### config.mk
export PLATFORM = sky130hd
export DESIGN_NAME = dram_bank_decoder
export DESIGN_NICKNAME = d
export VERILOG_FILES = /design/src/rtl/dbd_pkg.sv /design/src/rtl/dbd_mode_fsm.sv /design/src/rtl/dbd_lut.sv /design/src/rtl/dbd_out_reg.sv /design/src/rtl/dram_bank_decoder.sv
export SDC_FILE = /design/constraint.sdc
export NUM_CORES = 1
export LEC_CHECK = 0
export CAP_MARGIN = 10
export CORE_AREA = 2 2 39 41
export DETAILED_ROUTE_END_ITERATION = 10
export DIE_AREA = 0 0 41 43
export DONT_BUFFER_PORTS = 1
export PLACE_DENSITY = 0.46
export SETUP_SLACK_MARGIN = 0.3
export SLEW_MARGIN = 20
export SYNTH_ARGS = -nofsm -noshare
export SYNTH_HDL_FRONTEND = slang
export SYNTH_SLANG_ARGS = --single-unit
### constraint.sdc
create_clock -name clk -period 1.3 [get_ports clk]
set_input_delay 0.065 -clock clk [delete_from_list [all_inputs] [get_ports clk]]
set_output_delay 0.065 -clock clk [all_outputs]
set_load 0.05 [all_outputs]
### src/rtl/dbd_pkg.sv
package dbd_pkg;
    localparam int SEG_BITS  = 4;
    localparam int NUM_BANKS = 4;
    localparam int IDX_BITS  = SEG_BITS + 1;
    localparam int NUM_ENTRY = 1 << IDX_BITS;
    localparam int TOP_SEG   = (1 << SEG_BITS) - 1;

    localparam int BASE_RAM_END = NUM_BANKS;
    localparam int WIDE_B2_SEG  = 2;
    localparam int WIDE_B3_SEG  = 6;
    localparam int WIDE_RAM_END = 10;

    typedef enum logic {ST_BASE = 1'b0, ST_WIDE = 1'b1} map_state_e;

    typedef struct packed {
        logic [NUM_BANKS-1:0] ras_en;
        logic                 cas_sel;
        logic                 ram_sel_n;
        logic                 rom_sel;
    } dec_word_t;

    function automatic dec_word_t decode_entry(map_state_e mode, logic [IDX_BITS-1:0] idx);
        dec_word_t w;
        int seg;
        int lim;
        int bank;
        seg  = int'(idx[SEG_BITS-1:0]);
        lim  = (mode == ST_WIDE) ? WIDE_RAM_END : BASE_RAM_END;
        w    = '0;
        bank = 0;
        if (mode == ST_WIDE) begin
            if (seg < WIDE_B2_SEG)      bank = seg;
            else if (seg < WIDE_B3_SEG) bank = 2;
            else                        bank = 3;
        end else begin
            bank = seg % NUM_BANKS;
        end
        if (seg < lim) begin
            w.ras_en[bank] = 1'b1;
            w.ram_sel_n    = 1'b0;
            w.cas_sel      = idx[SEG_BITS];
        end else begin
            w.ram_sel_n    = 1'b1;
        end
        w.rom_sel = (seg == TOP_SEG);
        return w;
    endfunction
endpackage

### src/rtl/dbd_mode_fsm.sv
module dbd_mode_fsm
    import dbd_pkg::*;
(
    input  logic       clk,
    input  logic       rst_n,
    input  logic       map_sel_i,
    output map_state_e mode_o
);
    map_state_e state_q, state_d;

    always_ff @(posedge clk) begin
        if (!rst_n) state_q <= map_sel_i ? ST_WIDE : ST_BASE;
        else        state_q <= state_d;
    end

    always_comb begin
        state_d = state_q;
        unique case (state_q)
            ST_BASE: state_d = ST_BASE;
            ST_WIDE: state_d = ST_WIDE;
            default: state_d = ST_BASE;
        endcase
    end

    assign mode_o = state_q;

    // map is frozen outside reset
    a_r9_map_frozen: assert property (@(posedge clk) disable iff (!rst_n)
        $past(rst_n) |-> $stable(state_q));
endmodule

### src/rtl/dbd_lut.sv
module dbd_lut
    import dbd_pkg::*;
(
    input  map_state_e          mode_i,
    input  logic [IDX_BITS-1:0] idx_i,
    output dec_word_t           word_o
);
    dec_word_t table_w [NUM_ENTRY];

    for (genvar e = 0; e < NUM_ENTRY; e++) begin : g_entry
        assign table_w[e] = decode_entry(mode_i, IDX_BITS'(e));
    end

    assign word_o = table_w[idx_i];
endmodule

### src/rtl/dbd_out_reg.sv
module dbd_out_reg
    import dbd_pkg::*;
(
    input  logic                 clk,
    input  logic                 rst_n,
    input  logic                 load_i,
    input  dec_word_t            word_i,
    input  logic [1:0]           ma8_i,
    input  logic                 dack_n_i,
    output logic [NUM_BANKS-1:0] ras_en_o,
    output logic [NUM_BANKS-1:0] cas_n_o,
    output logic                 cas_sel_o,
    output logic                 ram_sel_n_o,
    output logic                 rom_sel_o,
    output logic [1:0]           ma8_o
);
    dec_word_t  word_q;
    logic [1:0] ma8_q;

    always_ff @(posedge clk) begin
        if (!rst_n) begin
            word_q <= '{ras_en: '0, cas_sel: 1'b0, ram_sel_n: 1'b1, rom_sel: 1'b0};
            ma8_q  <= '0;
        end else if (load_i) begin
            word_q <= word_i;
            ma8_q  <= ma8_i;
        end
    end

    always_comb begin
        ras_en_o    = word_q.ras_en;
        cas_n_o     = ~(word_q.ras_en & {NUM_BANKS{word_q.cas_sel}});
        cas_sel_o   = word_q.cas_sel;
        ram_sel_n_o = word_q.ram_sel_n;
        rom_sel_o   = word_q.rom_sel;
        ma8_o       = ma8_q;
    end

    // one bank at most
    a_r2_one_bank: assert property (@(posedge clk) disable iff (!rst_n)
        $onehot0(ras_en_o));
    // ROM excludes RAM
    a_r6_rom_excl: assert property (@(posedge clk) disable iff (!rst_n)
        rom_sel_o |-> (ras_en_o == '0) && ram_sel_n_o);
    // refresh blanks column strobes
    a_r8_cas_blank: assert property (@(posedge clk) disable iff (!rst_n)
        ($past(rst_n) && $past(load_i) && !$past(dack_n_i)) |-> (&cas_n_o));
    // hold without strobe
    a_r10_hold: assert property (@(posedge clk) disable iff (!rst_n)
        ($past(rst_n) && !$past(load_i)) |-> ($stable(ras_en_o) && $stable(cas_n_o) && $stable(ma8_o)));
endmodule

### src/rtl/dram_bank_decoder.sv
module dram_bank_decoder
    import dbd_pkg::*;
(
    input  logic                 clk,
    input  logic                 rst_n,
    input  logic                 map_sel_i,
    input  logic                 addr_strobe_i,
    input  logic [SEG_BITS-1:0]  addr_hi_i,
    input  logic                 dack0_n_i,
    output logic [NUM_BANKS-1:0] bank_ras_en_o,
    output logic [NUM_BANKS-1:0] cas_n_o,
    output logic                 cas_sel_o,
    output logic                 ram_sel_n_o,
    output logic                 rom_sel_o,
    output logic                 ma8_row_o,
    output logic                 ma8_col_o
);
    map_state_e mode_w;
    dec_word_t  word_w;
    logic [1:0] ma8_w;

    dbd_mode_fsm i_fsm (
        .clk      (clk),
        .rst_n    (rst_n),
        .map_sel_i(map_sel_i),
        .mode_o   (mode_w)
    );

    dbd_lut i_lut (
        .mode_i(mode_w),
        .idx_i ({dack0_n_i, addr_hi_i}),
        .word_o(word_w)
    );

    dbd_out_reg i_reg (
        .clk        (clk),
        .rst_n      (rst_n),
        .load_i     (addr_strobe_i),
        .word_i     (word_w),
        .ma8_i      (addr_hi_i[1:0]),
        .dack_n_i   (dack0_n_i),
        .ras_en_o   (bank_ras_en_o),
        .cas_n_o    (cas_n_o),
        .cas_sel_o  (cas_sel_o),
        .ram_sel_n_o(ram_sel_n_o),
        .rom_sel_o  (rom_sel_o),
        .ma8_o      (ma8_w)
    );

    assign ma8_row_o = ma8_w[0];
    assign ma8_col_o = ma8_w[1];

    // RAM select tracks bank enables
    a_r7_ram_sel: assert property (@(posedge clk) disable iff (!rst_n)
        (!ram_sel_n_o) == (bank_ras_en_o != '0));
endmodule

==> metrics.csv, run 1 <==
stage,metric,value,unit
run_status,outcome,"finished, violations left",
run_status,failing checks,hold timing,
floorplanning,die area,1760,um^2
cts,TritonCTS buffer count,3,
yosys,mapped cell area,465,um^2
job,maxcap violations,0,
sta,Tightest Pin Transition,0.443,ns
finish,layout cell share with drive strength beyond 1,0.306,
power_and_ir_drop,static leakage,0.308,nW
yosys,Yosys reg bits,10,
finish,Area growth syn-to-layout,45.7,%
placed_design,HPWL Detailed,827,um
cts,CTS root buffer,clkbuf_4,
drt,DR pass1 iterations,4,
drt,drt via density,5.36,
floorplanning,Die Wd,41,um
drt,drt wl/cell,14.4,um
cts,CTS H-Tree Depth,1,
yosys,Yosys cell types,22,
sta,f_max,0.871,GHz
sta,endpoints failing setup,0,
worst_hold_path,Worst Hold Class,input pin to register,
finish,Finished Cell Area,678,um^2
worst_setup_path,WP data required,1.51,ns
worst_setup_path,CP Max Fanout,4,
worst_setup_path,r2r worst-path depth,3,
placed_design,dpl cells,75,
drt,Residual DRC,0,
sta,final hold slack,-0.00656,ns
global_routing,pin count of the biggest net entering global routing,14,
cts,CTS tree,yes,
worst_setup_path,CP arrival,1.36,ns
drt,final wirelength,1.27,mm
drt,Final ANT Viol Nets,0,
global_routing,initial antenna violation count,0,
floorplanning,initial core utilization,0.336,
yosys,Avg Inst Size Synth,9.13,um^2
cts,latest clock arrival within the worst-skew pair,0.26,ns
sta,RSZ-0062 raised after global routing,yes,
yosys,yosys warns,0,
power_and_ir_drop,VDD IR max,0.652,mV
yosys,sequential-to-total area share from yosys stat,0.452,
floorplanning,Die Ht,43,um
global_routing,first-pass GRT wire length,1.76,mm
floorplanning,# IOs,22,
worst_setup_path,Reg-to-Reg Start,i_fsm.mode_o,
finish,Final nets,82,
sta,setup tns final,0,ns
yosys,Cells after Synth,51,
global_routing,GRT overflow,0,
worst_setup_path,Startpoint Class,register,
sta,Tcrit/Tclk final,0.883,
floorplanning,total core area,1380,um^2
sta,"Slew Viols, Final",0,
worst_setup_path,Worst Setup SP,i_fsm.mode_o,
cts,clock tree sinks,10,
worst_setup_path,Setup CP Type,register to register,
finish,Final Non-Filler Cells,88,
worst_setup_path,Worst Setup EP,i_reg.ras_en_o[3],
yosys,syn nets,60,
finish,ant diodes,0,
power_and_ir_drop,Overall Power,0.000710,W
drt,via count,472,
worst_setup_path,Critical R2R Capture,i_reg.ras_en_o[3],
power_and_ir_drop,Power per Cell Area,1050,nW/um^2
placed_design,Placed Area,561,um^2
sta,clock skew,0.00158,ns
sta,worst relative slew slack,0.700,
worst_setup_path,FF-to-FF setup slack,0.15,ns
cts,Clock transition at path regs,0.07,ns
placed_design,Buffers on Ports,0,
cts,clk buf depth,2,
global_routing,gr usage total,0.149,
drt,first-iteration detailed-routing DRC count,4,
sta,final hold viol count,1,
global_routing,vias in the first global route,417,
floorplanning,row cnt,14,
sta,post-route minimum period,1.15,ns
placed_design,GPL Wtd Cong,0.691,
worst_setup_path,Critical Path Sink Type,register,
==> worst max-delay path, stage by stage (launching register included) <==
cell      delay [ns]
edfxtp_1        0.43
or3b_1          0.36
a21oi_1         0.12
o221a_1         0.18
==> cells in the mapped netlist <==
master / number / area (um^2)
dfxtp_1: 9 / 180
inv_1: 5 / 18.8
nand2_1: 5 / 18.8
nor2_1: 5 / 18.8
a21oi_1: 4 / 20.0
mux2i_1: 3 / 30.0
nand2b_1: 3 / 18.8
nor2b_1: 3 / 18.8
a41o_1: 1 / 10.0
and4_2: 1 / 10.0
buf_2: 1 / 5.00
edfxtp_1: 1 / 30.0
mux2_2: 1 / 11.3
nor3b_1: 1 / 7.51
nor4b_1: 1 / 8.76
o211a_1: 1 / 10.0
o21ai_0: 1 / 5.00
o221a_1: 1 / 11.3
o221ai_1: 1 / 8.76
o22ai_1: 1 / 6.26
o41ai_1: 1 / 8.76
or3b_1: 1 / 8.76
==> state kept, by name, indices dropped and copies added (netlist names) <==
register,count
i_reg.ras_en_o,4
i_reg.ma8_o,2
i_fsm.mode_o,1
i_reg.cas_sel_o,1
i_reg.ram_sel_n_o,1
i_reg.rom_sel_o,1
==> logic make-up (layout without fill, tap and decap cells) <==
| kind of cell | after synthesis | in the layout | synth area share |
|---|---|---|---|
| compound gates | 11 | 11 | 0.172 |
| flops | 10 | 10 | 0.452 |
| simple gates | 20 | 20 | 0.237 |
| mux | 4 | 4 | 0.0887 |
| buf+inv | 6 | 27 | 0.0511 |
==> layout make-up <==
type / count / area (um^2)
Fill cell: 154 / 706
Multi-Input combinational cell: 35 / 245
Sequential cell: 10 / 213
Timing Repair Buffer: 18 / 155
Clock buffer: 4 / 26.3
Tap cell: 16 / 20.0
Inverter: 5 / 18.8
==> worst min-delay path by stage <==
stage	start	end	slack, ns	depth (start not counted)
2_1_floorplan	rst_n	i_reg.ram_sel_n_o	0.14	1
3_3_place_gp	rst_n	i_reg.ram_sel_n_o	0.15	1
3_5_place_dp	rst_n	i_reg.ram_sel_n_o	0.15	1
4_1_cts	addr_strobe_i	i_reg.ram_sel_n_o	-0.04	1
5_1_grt	addr_strobe_i	i_reg.ras_en_o[3]	0.01	1
6_report	addr_strobe_i	i_reg.ras_en_o[3]	-0.007	1
==> routing by layer <==
metal  up-vias  wire length [um]  share of wire  global-route usage
met3         4                71          0.056              0.0471
met2        16               695           0.55               0.253
met5         -                 0              0                   0
met1       227               477           0.38               0.150
li1        225                 -              -                   -
met4         0                23          0.018              0.0800
==> cell usage in the layout (no fill, tap or decap) <==
master and instances:
nor3b_1 1, a21oi_2 1, dlygate4sd3_1 8, nor4b_1 1, buf_4 10, a21oi_1 3, clkbuf_1 1, o21ai_1 1
mux2i_1 3, inv_1 5, o211a_1 1, mux2_2 1, nand2_1 1, nor2b_1 3, nand2_2 4, o22ai_1 1
o221a_1 1, edfxtp_1 1, nor2_1 5, and4_2 1, nand2b_1 3, dfxtp_2 2, or3b_1 1, clkbuf_4 3
o221ai_1 1, a41o_1 1, dfxtp_1 7, o41ai_1 1
==> through the flow <==
| stage | hold WS (ns) | util | worst slack, ns |
|---|---|---|---|
| after floorplan | 0.144 | - | 0.195 |
| after CTS | -0.0433 | 0.453 | 0.129 |
| final | -0.00656 | 0.490 | 0.152 |
| after global placement | 0.148 | 0.405 | 0.183 |
| after global routing | 0.0109 | 0.490 | 0.0801 |
| after detailed placement | 0.153 | 0.405 | 0.144 |
==> report_power, final <==
| group | internal, W | switching, W | leakage (nW) |
|---|---|---|---|
| logic | 0.0000589 | 0.0000810 | 0.209 |
| registers | 0.000327 | 0.0000128 | 0.0843 |
| clock network | 0.000119 | 0.000112 | 0.0150 |
==> repair_timing <==
action	in CTS	in global routing
resized for setup	1	1
pin swaps	1	0
setup buffers	0	1
hold buffers	4	4
endpoints found under the hold margin	10	4
setup endpoints to repair	4	3
No activity file was read; power rests on OpenSTA's default activity.
==> run 2, diff against run 1 <==
--- a/config.mk
+++ b/config.mk
@@ -5,13 +5,13 @@
 export SDC_FILE = /design/constraint.sdc
 export NUM_CORES = 1
 export LEC_CHECK = 0
+export BUFFER_PORTS_ARGS = -buffer_cell sky130_fd_sc_hd__buf_2
 export CAP_MARGIN = 10
 export CORE_AREA = 2 2 39 41
 export DETAILED_ROUTE_END_ITERATION = 10
 export DIE_AREA = 0 0 41 43
-export DONT_BUFFER_PORTS = 1
-export PLACE_DENSITY = 0.46
-export SETUP_SLACK_MARGIN = 0.3
+export PLACE_DENSITY = 0.6
+export SETUP_SLACK_MARGIN = 0.15
 export SLEW_MARGIN = 20
 export SYNTH_ARGS = -nofsm -noshare
 export SYNTH_HDL_FRONTEND = slang
==> run 2 against run 1 <==
Effect of this change: the flow now finishes without violations; sequential cell count is the same; non-clock buffer count grew 5; critical path depth unchanged; wire length down 14%; clock power fell by 4%; sequential power hardly changed; clock skew grew 0.012 ns; fmax fell by 3.3%; count of clock-buffer cells in the layout unchanged; final cell count is 5.7% higher; power down 1.8%; largest power group unchanged.
==> metrics.csv, run 2 (synthesis results as in run 1) <==
stage,metric,value,unit
run_status,outcome,"complete, no violations",
global_routing,vias in the first global route,399,
worst_setup_path,Setup CP Type,register to register,
finish,Area growth syn-to-layout,37.1,%
worst_setup_path,Startpoint Class,register,
worst_setup_path,CP Cell Sequence,"or3b_4, a21oi_2, o221a_1",
global_routing,pin count of the biggest net entering global routing,14,
sta,clock skew,0.0133,ns
cts,latest clock arrival within the worst-skew pair,0.26,ns
drt,DR pass1 iterations,2,
floorplanning,# IOs,22,
sta,final hold viol count,0,
finish,Final nets,87,
placed_design,Buffers on Ports,21,
sta,worst relative slew slack,0.747,
sta,Tcrit/Tclk final,0.913,
drt,Residual DRC,0,
global_routing,initial antenna violation count,0,
floorplanning,row cnt,14,
power_and_ir_drop,static leakage,0.315,nW
finish,layout cell share with drive strength beyond 1,0.390,
sta,setup tns final,0,ns
worst_hold_path,Worst Hold Class,input pin to register,
global_routing,gr usage total,0.140,
floorplanning,Die Wd,41,um
floorplanning,die area,1760,um^2
cts,Clock transition at path regs,0.07,ns
placed_design,GPL Wtd Cong,0.714,
drt,via count,452,
power_and_ir_drop,Power per Cell Area,1090,nW/um^2
job,maxcap violations,0,
finish,"commonest non-fill, non-tap cell in the layout",buf_2,
cts,clock tree sinks,10,
drt,final wirelength,1.09,mm
cts,CTS H-Tree Depth,1,
worst_setup_path,highest cell delay on the worst timing path,0.44,ns
worst_setup_path,"Max stage delay cell, worst path",edfxtp_1,
cts,CTS tree,yes,
finish,ant diodes,0,
worst_setup_path,WP data required,1.51,ns
sta,f_max,0.842,GHz
worst_setup_path,Worst path top cell family by delay,flip-flops,
cts,TritonCTS buffer count,3,
sta,post-route minimum period,1.19,ns
finish,utilization after layout,0.461,
drt,drt via density,4.86,
worst_setup_path,CP Max Fanout,4,
placed_design,HPWL Detailed,748,um
power_and_ir_drop,VDD IR max,0.610,mV
drt,first-iteration detailed-routing DRC count,7,
global_routing,first-pass GRT wire length,1.67,mm
drt,Final ANT Viol Nets,0,
cts,clk buf depth,2,
sta,RSZ-0062 raised after global routing,yes,
finish,"commonest cells after routing, fill and taps aside","buf_2 (21), dfxtp_1 (9), nand2_1 (5), inv_1 (5), nor2_1 (5)",
finish,# fillers,150,
floorplanning,initial core utilization,0.336,
drt,drt wl/cell,11.7,um
global_routing,GRT overflow,0,
worst_setup_path,Critical Path Sink Type,register,
sta,"Slew Viols, Final",0,
floorplanning,total core area,1380,um^2
floorplanning,Die Ht,43,um
finish,max reg flops,4,
sta,endpoints failing setup,0,
cts,CTS root buffer,clkbuf_4,
sta,Tightest Pin Transition,0.375,ns
worst_setup_path,Worst Path Buf+Inv,0,
worst_setup_path,CP arrival,1.40,ns
run 2: area by class of cell:
class,count,area (um^2),area share
clock buffer,4,26.3,0.0412
multi-input combinational,35,240,0.376
timing repair buffer,23,123,0.192
tap,16,20.0,0.0314
inverter,5,18.8,0.0294
sequential,10,210,0.329
run 2: worst reg2reg max path: cells and delay by family, from the launching register on:
family	cells	cell delay, ns
and+or+nand+nor	1	0.40
AOI/OAI and AO/OA	2	0.29
DFF	1	0.44
run 2: layer usage:
layer | vias up | global-route usage | routed length (um)
li1 | 233 | - | -
met1 | 206 | 0.195 | 493
met2 | 11 | 0.191 | 516
met3 | 2 | 0.0157 | 59
met4 | 0 | 0.100 | 14
met5 | - | 0 | 0
run 2: path summary, 6_finish.rpt:
path | from | to | slack [ns] | depth (start not counted)
hold reg to reg | i_reg.ma8_o[0] | i_reg.ma8_o[0] | 0.49 | 2
setup / recovery | i_fsm.mode_o | i_reg.ras_en_o[3] | 0.11 | 3
hold / removal | rst_n | i_reg.ram_sel_n_o | 0.04 | 2
setup reg to reg | i_fsm.mode_o | i_reg.ras_en_o[3] | 0.11 | 3
run 2: report_power, final:
group          switching [W]  leakage (nW)  internal (W)
registers          0.0000104        0.0835      0.000326
clock network       0.000103        0.0150      0.000118
logic              0.0000921         0.216     0.0000476
total               0.000205         0.315      0.000492
run 2: stage by stage:
| stage | instance area, um^2 | std cells | total power, W | worst slack [ns] | hold WS [ns] |
|---|---|---|---|---|---|
| floorplan | 465 | 51 | 0.000430 | 0.112 | 0.144 |
| global placement | 586 | 87 | 0.000472 | 0.138 | 0.253 |
| detailed placement | 586 | 87 | 0.000472 | 0.110 | 0.251 |
| CTS | 629 | 93 | 0.000706 | 0.153 | 0.0322 |
| global route | 638 | 93 | 0.000733 | 0.0498 | 0.0377 |
| finish | 638 | 93 | 0.000697 | 0.113 | 0.0444 |
run 2: timing repair:
| action | in CTS | in global routing |
|---|---|---|
| resized for setup | 0 | 3 |
| hold buffers | 1 | 0 |
| endpoints found under the hold margin | 1 | 0 |
| pin swaps | 2 | 0 |
| setup endpoints to repair | 1 | 2 |
| buffers inserted | 1 | 0 |
==> run 3, diff against run 2 <==
==> constraint.sdc (replaced) <==
create_clock -name clk -period 1.3 [get_ports clk]
set_input_delay 0 -clock clk [delete_from_list [all_inputs] [get_ports clk]]
set_output_delay 0 -clock clk [all_outputs]
set_load 0.05 [all_outputs]
==> run 3 against run 2 <==
Effect of this change: fmax unchanged; utilization increased by 0.72 points; clock power about the same; combinational power about the same; highest routed layer unchanged; sequential cell count unchanged.
==> metrics.csv, run 3 (synthesis results as in run 1) <==
stage,metric,value,unit
sta,setup tns final,0,ns
worst_setup_path,CP arrival,1.40,ns
finish,"commonest non-fill, non-tap cell in the layout",buf_2,
global_routing,initial antenna violation count,0,
cts,TritonCTS buffer count,3,
sta,endpoints failing setup,0,
power_and_ir_drop,Power per Cell Area,1080,nW/um^2
placed_design,GPL Wtd Cong,0.714,
sta,f_max,0.842,GHz
cts,CTS tree,yes,
drt,via count,454,
global_routing,pin count of the biggest net entering global routing,14,
worst_setup_path,Worst path top cell family by delay,flip-flops,
floorplanning,die area,1760,um^2
sta,RSZ-0062 raised after global routing,yes,
sta,clock skew,0.0133,ns
floorplanning,total core area,1380,um^2
drt,final wirelength,1.09,mm
global_routing,vias in the first global route,399,
drt,Residual DRC,0,
worst_hold_path,Min-Delay Startpoint,addr_hi_i[0],
sta,"Slew Viols, Final",0,
cts,CTS H-Tree Depth,1,
finish,Final Non-Filler Cells,94,
floorplanning,Die Ht,43,um
cts,latest clock arrival within the worst-skew pair,0.26,ns
drt,first-iteration detailed-routing DRC count,7,
drt,DR pass1 iterations,2,
worst_setup_path,Startpoint Class,register,
global_routing,GRT overflow,0,
worst_setup_path,Worst Setup SP,i_fsm.mode_o,
floorplanning,initial core utilization,0.336,
finish,# fillers,149,
floorplanning,row cnt,14,
worst_setup_path,CP Max Fanout,4,
sta,Tightest Pin Transition,0.375,ns
cts,Clock transition at path regs,0.07,ns
finish,layout cell share with drive strength beyond 1,0.385,
finish,Final nets,88,
placed_design,Buffers on Ports,21,
drt,drt wl/cell,11.6,um
worst_setup_path,"Max stage delay cell, worst path",edfxtp_1,
placed_design,HPWL Detailed,748,um
global_routing,first-pass GRT wire length,1.67,mm
cts,CTS root buffer,clkbuf_4,
power_and_ir_drop,Overall Power,0.000700,W
worst_setup_path,Setup CP Type,register to register,
global_routing,gr usage total,0.140,
finish,"commonest cells after routing, fill and taps aside","buf_2 (21), dfxtp_1 (9), nand2_1 (5), inv_1 (5), nor2_1 (5)",
worst_setup_path,Critical Path Sink Type,register,
worst_setup_path,Reg-to-Reg Start,i_fsm.mode_o,
worst_setup_path,WP data required,1.51,ns
worst_setup_path,highest cell delay on the worst timing path,0.44,ns
power_and_ir_drop,VDD IR max,0.610,mV
floorplanning,# IOs,22,
worst_setup_path,CP Cell Sequence,"or3b_4, a21oi_2, o221a_1",
drt,Final ANT Viol Nets,0,
cts,clk buf depth,2,
job,maxcap violations,0,
sta,worst relative slew slack,0.747,
worst_hold_path,Worst Hold Class,input pin to register,
floorplanning,Die Wd,41,um
drt,drt via density,4.83,
sta,post-route minimum period,1.19,ns
sta,final hold viol count,0,
placed_design,dpl cells,87,
power_and_ir_drop,static leakage,0.319,nW
finish,ant diodes,0,
run_status,outcome,"complete, no violations",
finish,Area growth syn-to-layout,39.2,%
sta,Tcrit/Tclk final,0.913,
cts,clock tree sinks,10,
worst_setup_path,Worst Path Buf+Inv,0,
finish,max reg flops,4,
## run 3: cell count changes in the layout (fill, tap and decap cells not counted), sizes merged
| cell | delta |
|---|---|
| dlygate4sd3 | +1 |
## run 3: layer usage
layer	share of wire	vias to the layer above	global-route usage
li1	-	235	-
met1	0.46	206	0.195
met2	0.47	11	0.191
met3	0.050	2	0.0157
met4	0.013	0	0.100
met5	0	-	0
## run 3: path summary, 6_finish.rpt
path,to,slack (ns),depth (start not counted)
worst max-delay path,i_reg.ras_en_o[3],0.11,3
worst min-delay path,i_reg.ma8_o[0],0.06,3
worst max register to register,i_reg.ras_en_o[3],0.11,3
worst min register to register,i_reg.ma8_o[0],0.49,2
## run 3: layout make-up
type,instances,area (um^2),share of cell area
Multi-Input combinational cell,35,240,0.371
Inverter,5,18.8,0.0290
Sequential cell,10,210,0.324
Timing Repair Buffer,24,133,0.205
Clock buffer,4,26.3,0.0405
Tap cell,16,20.0,0.0309
## run 3: through the flow
step / hold slack, ns / instance area [um^2] / setup WS, ns / util
CTS: 0.0607 / 639 / 0.153 / 0.462
finish: 0.0617 / 648 / 0.113 / 0.468
floorplan: 0.0786 / 465 / 0.155 / -
detailed placement: 0.186 / 586 / 0.110 / 0.423
global placement: 0.188 / 586 / 0.138 / 0.423
global route: 0.0782 / 648 / 0.0498 / 0.468
## run 3: report_power, final
part	internal [W]	switching, W	total [W]
Combinational	0.0000496	0.0000925	0.000142
Sequential	0.000326	0.0000104	0.000337
Clock	0.000118	0.000103	0.000221
## run 3: what timing repair did
item                       in CTS  in global routing
hold endpoints to repair        2                  0
setup buffers                   1                  0
setup endpoints to repair       1                  2
resized for setup               0                  3
pin swaps                       2                  0
hold buffers                    2                  0
## run 3: worst register-to-register path, stage by stage, from the launching register on
cell	delay [ns]
edfxtp_1	0.44
or3b_4	0.40
a21oi_2	0.12
o221a_1	0.17
